$ cat src/rtl/boxcar_pkg.sv
package boxcar_pkg;
  // bits added to a running total that holds `taps` samples
  function automatic int growth_bits(input int taps);
    return $clog2(taps);
  endfunction

  // data width at the input of stage k
  function automatic int lane_width(input int in_w, input int taps, input int shift, input int k);
    return in_w + k * (growth_bits(taps) - shift);
  endfunction
endpackage

$ cat src/rtl/boxcar_ring.sv
module boxcar_ring #(
  parameter int DEPTH = 4,
  parameter int DW    = 24
) (
  input  logic          clk,
  input  logic          rst,
  input  logic          we,
  input  logic [DW-1:0] wdata,
  output logic [DW-1:0] oldest,
  output logic          next_even
);
  localparam int IW = (DEPTH > 1) ? $clog2(DEPTH) : 1;

  logic [DW-1:0] slot [DEPTH];
  logic [IW-1:0] wptr;
  logic [IW-1:0] wptr_nxt;

  assign wptr_nxt  = (wptr == IW'(DEPTH - 1)) ? '0 : wptr + 1'b1;
  assign oldest    = slot[wptr];
  assign next_even = ~wptr_nxt[0];

  always_ff @(posedge clk) begin
    if (rst) begin
      wptr <= '0;
      for (int i = 0; i < DEPTH; i++) slot[i] <= '0;
    end else if (we) begin
      slot[wptr] <= wdata;
      wptr       <= wptr_nxt;
    end
  end
endmodule

$ cat src/rtl/boxcar_half_stage.sv
module boxcar_half_stage #(
  parameter int TAPS  = 4,
  parameter int WI    = 12,
  parameter int SHIFT = 2
) (
  input  logic                                                  clk,
  input  logic                                                  rst,
  input  logic                                                  en,
  input  logic                                                  i_vld,
  input  logic signed [WI-1:0]                                  i_re,
  input  logic signed [WI-1:0]                                  i_im,
  output logic                                                  o_vld,
  output logic signed [WI+boxcar_pkg::growth_bits(TAPS)-SHIFT-1:0] o_re,
  output logic signed [WI+boxcar_pkg::growth_bits(TAPS)-SHIFT-1:0] o_im
);
  localparam int AW = WI + boxcar_pkg::growth_bits(TAPS);
  localparam int WO = AW - SHIFT;

  logic                 take;
  logic                 emit;
  logic [2*WI-1:0]      old_pair;
  logic signed [WI-1:0] old_re, old_im;
  logic signed [AW-1:0] tot_re, tot_im;
  logic signed [AW-1:0] tot_re_n, tot_im_n;

  assign take = en && i_vld;

  boxcar_ring #(.DEPTH(TAPS), .DW(2*WI)) u_ring (
    .clk       (clk),
    .rst       (rst),
    .we        (take),
    .wdata     ({i_re, i_im}),
    .oldest    (old_pair),
    .next_even (emit)
  );

  assign old_re   = old_pair[2*WI-1:WI];
  assign old_im   = old_pair[WI-1:0];
  assign tot_re_n = tot_re + AW'(i_re) - AW'(old_re);
  assign tot_im_n = tot_im + AW'(i_im) - AW'(old_im);

  always_ff @(posedge clk) begin
    if (rst) begin
      tot_re <= '0;
      tot_im <= '0;
      o_vld  <= 1'b0;
      o_re   <= '0;
      o_im   <= '0;
    end else if (en) begin
      o_vld <= i_vld && emit;
      if (i_vld) begin
        tot_re <= tot_re_n;
        tot_im <= tot_im_n;
        if (emit) begin
          o_re <= WO'(tot_re_n >>> SHIFT);
          o_im <= WO'(tot_im_n >>> SHIFT);
        end
      end
    end
  end
endmodule

$ cat src/rtl/halfrate_boxcar_chain.sv
module halfrate_boxcar_chain #(
  parameter int TAPS   = 4,
  parameter int STAGES = 3,
  parameter int IN_W   = 12,
  parameter int SHIFT  = 2,
  localparam int OUT_W = boxcar_pkg::lane_width(IN_W, TAPS, SHIFT, STAGES)
) (
  input  logic                    clk,
  input  logic                    rst,
  input  logic                    in_valid,
  output logic                    in_ready,
  input  logic signed [IN_W-1:0]  in_re,
  input  logic signed [IN_W-1:0]  in_im,
  output logic                    out_valid,
  input  logic                    out_ready,
  output logic signed [OUT_W-1:0] out_re,
  output logic signed [OUT_W-1:0] out_im
);
  logic adv;

  // the whole chain moves together; a held output freezes every stage
  assign adv      = !out_valid || out_ready;
  assign in_ready = adv;

  for (genvar k = 0; k < STAGES; k++) begin : g_st
    localparam int WI = boxcar_pkg::lane_width(IN_W, TAPS, SHIFT, k);
    localparam int WO = boxcar_pkg::lane_width(IN_W, TAPS, SHIFT, k + 1);
    logic                 vin;
    logic signed [WI-1:0] rin, iin;
    logic                 vo;
    logic signed [WO-1:0] ro, io;

    if (k == 0) begin : g_head
      assign vin = in_valid;
      assign rin = in_re;
      assign iin = in_im;
    end else begin : g_link
      assign vin = g_st[k-1].vo;
      assign rin = g_st[k-1].ro;
      assign iin = g_st[k-1].io;
    end

    boxcar_half_stage #(.TAPS(TAPS), .WI(WI), .SHIFT(SHIFT)) u_stage (
      .clk   (clk),
      .rst   (rst),
      .en    (adv),
      .i_vld (vin),
      .i_re  (rin),
      .i_im  (iin),
      .o_vld (vo),
      .o_re  (ro),
      .o_im  (io)
    );
  end

  assign out_valid = g_st[STAGES-1].vo;
  assign out_re    = g_st[STAGES-1].ro;
  assign out_im    = g_st[STAGES-1].io;
endmodule

$ cat config.mk
export PLATFORM = sky130hd
export DESIGN_NAME = halfrate_boxcar_chain
export DESIGN_NICKNAME = d
export VERILOG_FILES = /design/src/rtl/boxcar_pkg.sv /design/src/rtl/boxcar_ring.sv /design/src/rtl/boxcar_half_stage.sv /design/src/rtl/halfrate_boxcar_chain.sv
export SDC_FILE = /design/constraint.sdc
export NUM_CORES = 1
export LEC_CHECK = 0
export BUFFER_PORTS_ARGS = -buffer_cell sky130_fd_sc_hd__buf_2
export CORE_ASPECT_RATIO = 0.8
export CORE_UTILIZATION = 50
export CTS_BUF_LIST = sky130_fd_sc_hd__clkbuf_2
export DETAILED_ROUTE_END_ITERATION = 8
export GPL_TIMING_DRIVEN = 0
export PLACE_DENSITY = 0.77
export RECOVER_POWER = 50
export SKIP_CTS_REPAIR_TIMING = 1
export SYNTH_ARGS = -nofsm -noshare
export SYNTH_HDL_FRONTEND = slang
export SYNTH_HIERARCHICAL = 1
export SYNTH_SLANG_ARGS = --single-unit
$ cat constraint.sdc
create_clock -name clk -period 4.4 [get_ports clk]
set_input_delay 0 -clock clk [delete_from_list [all_inputs] [get_ports clk]]
set_output_delay 0 -clock clk [all_outputs]
set_load 0.005 [all_outputs]
# == Yosys cells after proc, flatten, opt, wreduce, memory -nomap -nowiden ==
# Memories as Yosys holds them, arrays and structs flattened. A register that Yosys moved wholly into a read port is not among the register bits.
# Index checks and enable logic that the tools add are counted.
# op_classes
bitwise_logic,3
n_addsub,15
reduce_logical,17
eq_ne,3
mux,29
# ops
operator,count
$add A14 B12 Y14,6
$sub A14 B12 Y14,6
$mux W24,3
$reduce_or A24 Y1,3
$mux W2,12
$mux W1,14
$reduce_and A3 Y1,3
$add A2 B1 Y2 const B,3
$eq A2 B2 Y1 const B,3
$logic_and A1 B1 Y1,6
$reduce_and A2 Y1,3
$not A1 Y1,3
$logic_not A1 Y1,1
$logic_or A1 B1 Y1,1
# totals
output_inout_bits,26
mem_bits_rw,288
memories,3
reg_bits,165
# memory_table
name,depth,width,rd,rd_clocked_by_memory_dff,write_ports,line,rtl
g_st[0].u_stage.u_ring.slot,4,24,1,1,4,boxcar_ring.sv:14,logic [DW-1:0] slot [DEPTH];
g_st[1].u_stage.u_ring.slot,4,24,1,1,4,boxcar_ring.sv:14,
g_st[2].u_stage.u_ring.slot,4,24,1,1,4,boxcar_ring.sv:14,

# == Longest topological paths before layout ==
# depth
word_depth,8
mapped_depth,14

# == Modules after synthesis ==
# Netlist, hierarchy kept.
# by_module_without_submodules
module,seq_area_each_um2,area_each_um2,cells_per_inst,n_inst
boxcar_ring,2962.8,4409.2,255,3
boxcar_half_stage (g_st[2].u_stage),1061.0,4152.7,531,1
boxcar_half_stage (g_st[0].u_stage),1061.0,4061.4,516,1
boxcar_half_stage (g_st[1].u_stage),1061.0,4023.9,501,1
halfrate_boxcar_chain,0.0,6.3,1,1

# == Least setup slack after synthesis ==
# No wires, ideal clock.
# synth_timing
path_type,reg2reg
startpoint,register with a tool-made name
endpoint,register g_st[2].u_stage/o_im[7] (netlist bit)
required_time_ns,4.338
stages_incl_launch_ff,13
path_slack_ns,0.989
synth_period_minus_slack_ns,3.411
t_arrival_ns,3.349
n_path_buf,2
path_cell_list,dfxtp_1 > buf_6 > buf_6 > mux4_2 > fa_1 > inv_1 > ha_1 > and2_4 > a221oi_2 > a21oi_2 > o31a_1 > or4_1 > nand3_1
# synth_lines
element,line,rtl
to (signal assigned),boxcar_half_stage.sv:56,o_im <= WO'(tot_im_n >>> SHIFT);
to (decl),boxcar_half_stage.sv:14,output logic signed [WI+boxcar_pkg::growth_bits(TAPS)-SHIFT-1:0] o_im

==> metrics.md <==
| Metric | Value |
|---|---|
| Yosys warnings | `6` |
| CTS tree | `done` |
| Final setup viols | `0` |
| Vias | `18502` |
| Cell Pwr Density | `409.9 nW/um^2` |
| Root Buffer | `clkbuf_2` |
| Final Hold Fails | `0` |
| Syn nets | `2513` |
| Die width | `254.4 um` |
| Drt total wl | `60840 um` |
| Slew @ Worst Pin | `0.9647 ns` |
| Multi-input combinational cell area | `11650 um^2` |
| Post-synth EDFFs | `288` |
| Arr. time, crit path | `5.08 ns` |
| FF-to-FF path depth | `12` |
| Crit path required time | `5.41 ns` |
| Slew Viols, Final | `0` |
| Met2 GRT Util | `0.3608` |
| Worst setup SP type | `register` |
| H-tree depth | `3` |
| Fin cells | `3312` |
| Global-route met3 utilization | `0.04394` |
| Clock latency on the worst-skew pair | `1.16 ns` |
| Wire per inst | `18.37 um` |
| Grt total ovfl | `0` |
| Seq/Total Area, Yosys | `0.4739` |
| Mapped cell area | `25470 um^2` |
| # DRC | `0` |
| Top cell type's share of synthesized area | `0.3395` |
| Num CTS Buffers | `112` |
| Max Clk Rate | `0.2455 GHz` |
| Slew HR | `0.3552` |
| Register area | `12070 um^2` |
| First-pass DRT Iterations | `5` |
| Largest net degree at the start of global routing | `25` |
| Detailed placer's ending HPWL | `43980 um` |
| CP max FO | `10` |
| Clk_skew | `0.1389 ns` |
| CP endpoint kind | `register` |
| Total Power | `11600 uW` |
| Core Util, Final | `0.5663` |
| Distinct cell type count after synthesis | `76` |
| DR vias/cell | `5.586` |
| Vias in the first global route | `18319` |
| Worst Setup EP | `g_st[2].u_stage/tot_im[11]` |
| R2R Setup Slk | `0.33 ns` |
| Die ar. | `51860 um^2` |
| Busiest grt layer | `met2` |
| Antenna-violating nets left | `0` |
| Worst VDD drop | `0.2155 mV` |
| Initial antenna violation count | `1` |
| Worst min path class | `in2reg` |
| Synth Register Bits | `459` |
| Post-synth ARST share | `0` |
| P&R area growth vs syn | `11.07%` |
| Top post-synthesis cells by area | `edfxtp_1 (34%), dfxtp_1 (13%), mux4_2 (6.4%), fa_1 (6.1%), and2_1 (5.6%)` |
| Leak | `0.01144 uW` |
| Initial Utilization | `0.5098` |
| RSZ-0062 raised after global routing | `no` |
| Sink Count | `459` |
| Row count | `73` |
| Synth Flop Type | `edfxtp_1` |
| Layout cells sized above 1 | `0.1636` |
| Final #Nets | `2738` |
| Post-Synthesis Cells | `2314` |
| GRT Util Overall | `0.2374` |
| CP Class | `reg2reg` |
| First-pass GRT wire length | `95900 um` |
| Crit share post-route | `0.9257` |
| Fin area | `28290 um^2` |
| Port bufs | `53` |
| Gp weighted congestion | `0.9247` |
| Yosys top cell by area | `edfxtp_1` |
| Max Cap Viol | `0` |
| Met1 GRT Util | `0.3471` |
| Outcome | `complete, no violations` |
| Syn avg cell area | `11.01 um^2` |
| Total core area | `49960 um^2` |
| DP Cell Count | `3046` |
| Crit path time final | `4.073 ns` |
| Die Y | `203.9 um` |
| R2R Path End | `g_st[2].u_stage/tot_im[11]` |
| DP Area | `26800 um^2` |
| Max Root-Sink Buffers | `3` |
| Clock transition at path regs | `0.11 ns` |
| Fill count | `4157` |
| DR iter-0 viols | `1808` |
| Num ports | `54` |
-- cells by family after synthesis --
| family | share of synthesized area |
|---|---|
| and+or+nand+nor | 0.1722 |
| DFF | 0.4739 |
| buffers and inverters | 0.07142 |
| AOI/OAI and AO/OA | 0.08748 |
| adders and majority gates | 0.1070 |
| muxes | 0.06877 |
| xor gates and xnor gates | 0.01926 |
-- routing by layer --
metal / wire [um] / up-vias / part of all wire
li1: - / 8526 / -
met4: 1081 / 0 / 0.018
met2: 27110 / 795 / 0.45
met1: 27350 / 9079 / 0.45
met5: 0 / - / 0
met3: 5308 / 102 / 0.087
-- registers in the layout, indices dropped and copies added, names as in the netlist, named ones only --
register / count
g_st.u_stage/tot_im: 42
g_st.u_stage/tot_re: 42
g_st.u_stage/u_ring/wptr: 6
g_st.u_stage/o_re: 36
g_st.u_stage/u_ring/slot: 288
g_st.u_stage/o_vld: 3
g_st.u_stage/o_im: 36
-- critical path: stages, from the launching register on --
cell and delay, ns:
dfxtp_1 0.32, clkbuf_1 0.32, buf_2 0.36, mux4_2 0.38, fa_1 0.51, inv_1 0.04
ha_1 0.32, and2_4 0.18, a221oi_1 0.40, a21oi_2 0.14, a211oi_2 0.40, xor2_1 0.43
o31ai_1 0.12
-- synth_stat cells (all sizes together) (3+ instances only) --
| library cell | instances |
|---|---|
| nor4 | 3 |
| a311o | 4 |
| a21o | 31 |
| and4bb | 6 |
| nor2 | 73 |
| nor3 | 31 |
| o31ai | 12 |
| o2111ai | 5 |
| o211ai | 5 |
| o21bai | 15 |
| and2b | 3 |
| o31a | 6 |
| o21a | 11 |
| a31oi | 17 |
| mux4 | 72 |
| nand2 | 160 |
| clkbuf | 73 |
| or3b | 3 |
| nand4 | 16 |
| xnor2 | 32 |
| nor4b | 19 |
| or3 | 18 |
| nor2b | 11 |
| nand3 | 56 |
| xor2 | 24 |
| dfxtp | 171 |
| nand2b | 23 |
| and3 | 17 |
| mux2i | 13 |
| or2 | 7 |
| a211oi | 18 |
| or4 | 17 |
| and2 | 289 |
| buf | 44 |
| a211o | 6 |
| fa | 78 |
| o311ai | 12 |
| a21oi | 123 |
| o21ai | 55 |
| inv | 319 |
| edfxtp | 288 |
| ha | 93 |
| a221oi | 4 |
| nand3b | 9 |
-- how the worst min path moves through the flow --
| stage | slack (ns) | depth (start not counted) | start | endpoint |
|---|---|---|---|---|
| after floorplan | 0.20 | 1 | in_im[10] | g_st[0].u_stage/u_ring/slot[0][10] |
| after global placement | 0.32 | 2 | in_re[3] | g_st[0].u_stage/u_ring/slot[2][15] |
| after detailed placement | 0.33 | 2 | in_re[3] | g_st[0].u_stage/u_ring/slot[2][15] |
| after CTS | -0.96 | 2 | in_im[2] | g_st[0].u_stage/u_ring/slot[2][2] |
| after global routing | 0.06 | 4 | rst | register |
| final | 0.1 | 4 | rst | register |
-- where the power goes --
group / internal, uW / switching [uW] / total [uW]
registers: 4850 / 171 / 5020
clock network: 1150 / 1790 / 2940
logic: 1430 / 2210 / 3640
total: 7430 / 4170 / 11600
-- stage by stage --
step	hold slack [ns]	setup WS, ns	setup TNS [ns]
6_report	0.09754	0.3271	0
5_1_grt	0.05856	0.1482	0
4_1_cts	-0.9600	0.4717	0
3_5_place_dp	0.3334	0.5145	0
3_3_place_gp	0.3250	-0.5492	-136.28
2_1_floorplan	0.1982	0.9885	0
-- placed cells by master (no fill, tap or decap), types with 10 or more instances in the layout --
cell	count
dlygate4sd3_1	54
nand2_1	160
dfxtp_1	171
a211oi_1	16
mux4_2	72
or3_1	18
clkbuf_1	101
nor3_1	31
clkinv_1	18
a31oi_1	17
o31ai_1	11
clkbuf_2	179
nand4_1	16
or4_1	17
xor2_1	24
o21ai_0	52
a21o_1	31
and2_1	122
buf_2	45
mux2i_1	13
o21a_1	11
fa_1	78
a21oi_1	121
nand3_1	56
o311ai_0	10
nor4b_1	16
nor2_1	73
xnor2_1	32
nand2b_1	23
nor2b_1	11
and2_2	60
buf_6	13
inv_1	318
edfxtp_1	288
and3_1	16
ha_1	93
and2_0	106
-- final cells by class --
type	instances	area share
diodes	2	0.0001769
plain buffers	117	0.01972
well taps	675	0.02985
inverters	319	0.04232
multi-input cells	1419	0.4118
flip-flops and latches	459	0.4267
clock inverters	31	0.006103
clock buffers	179	0.03167
repair buffers	111	0.03167
No activity file was read; power rests on OpenSTA's default activity.
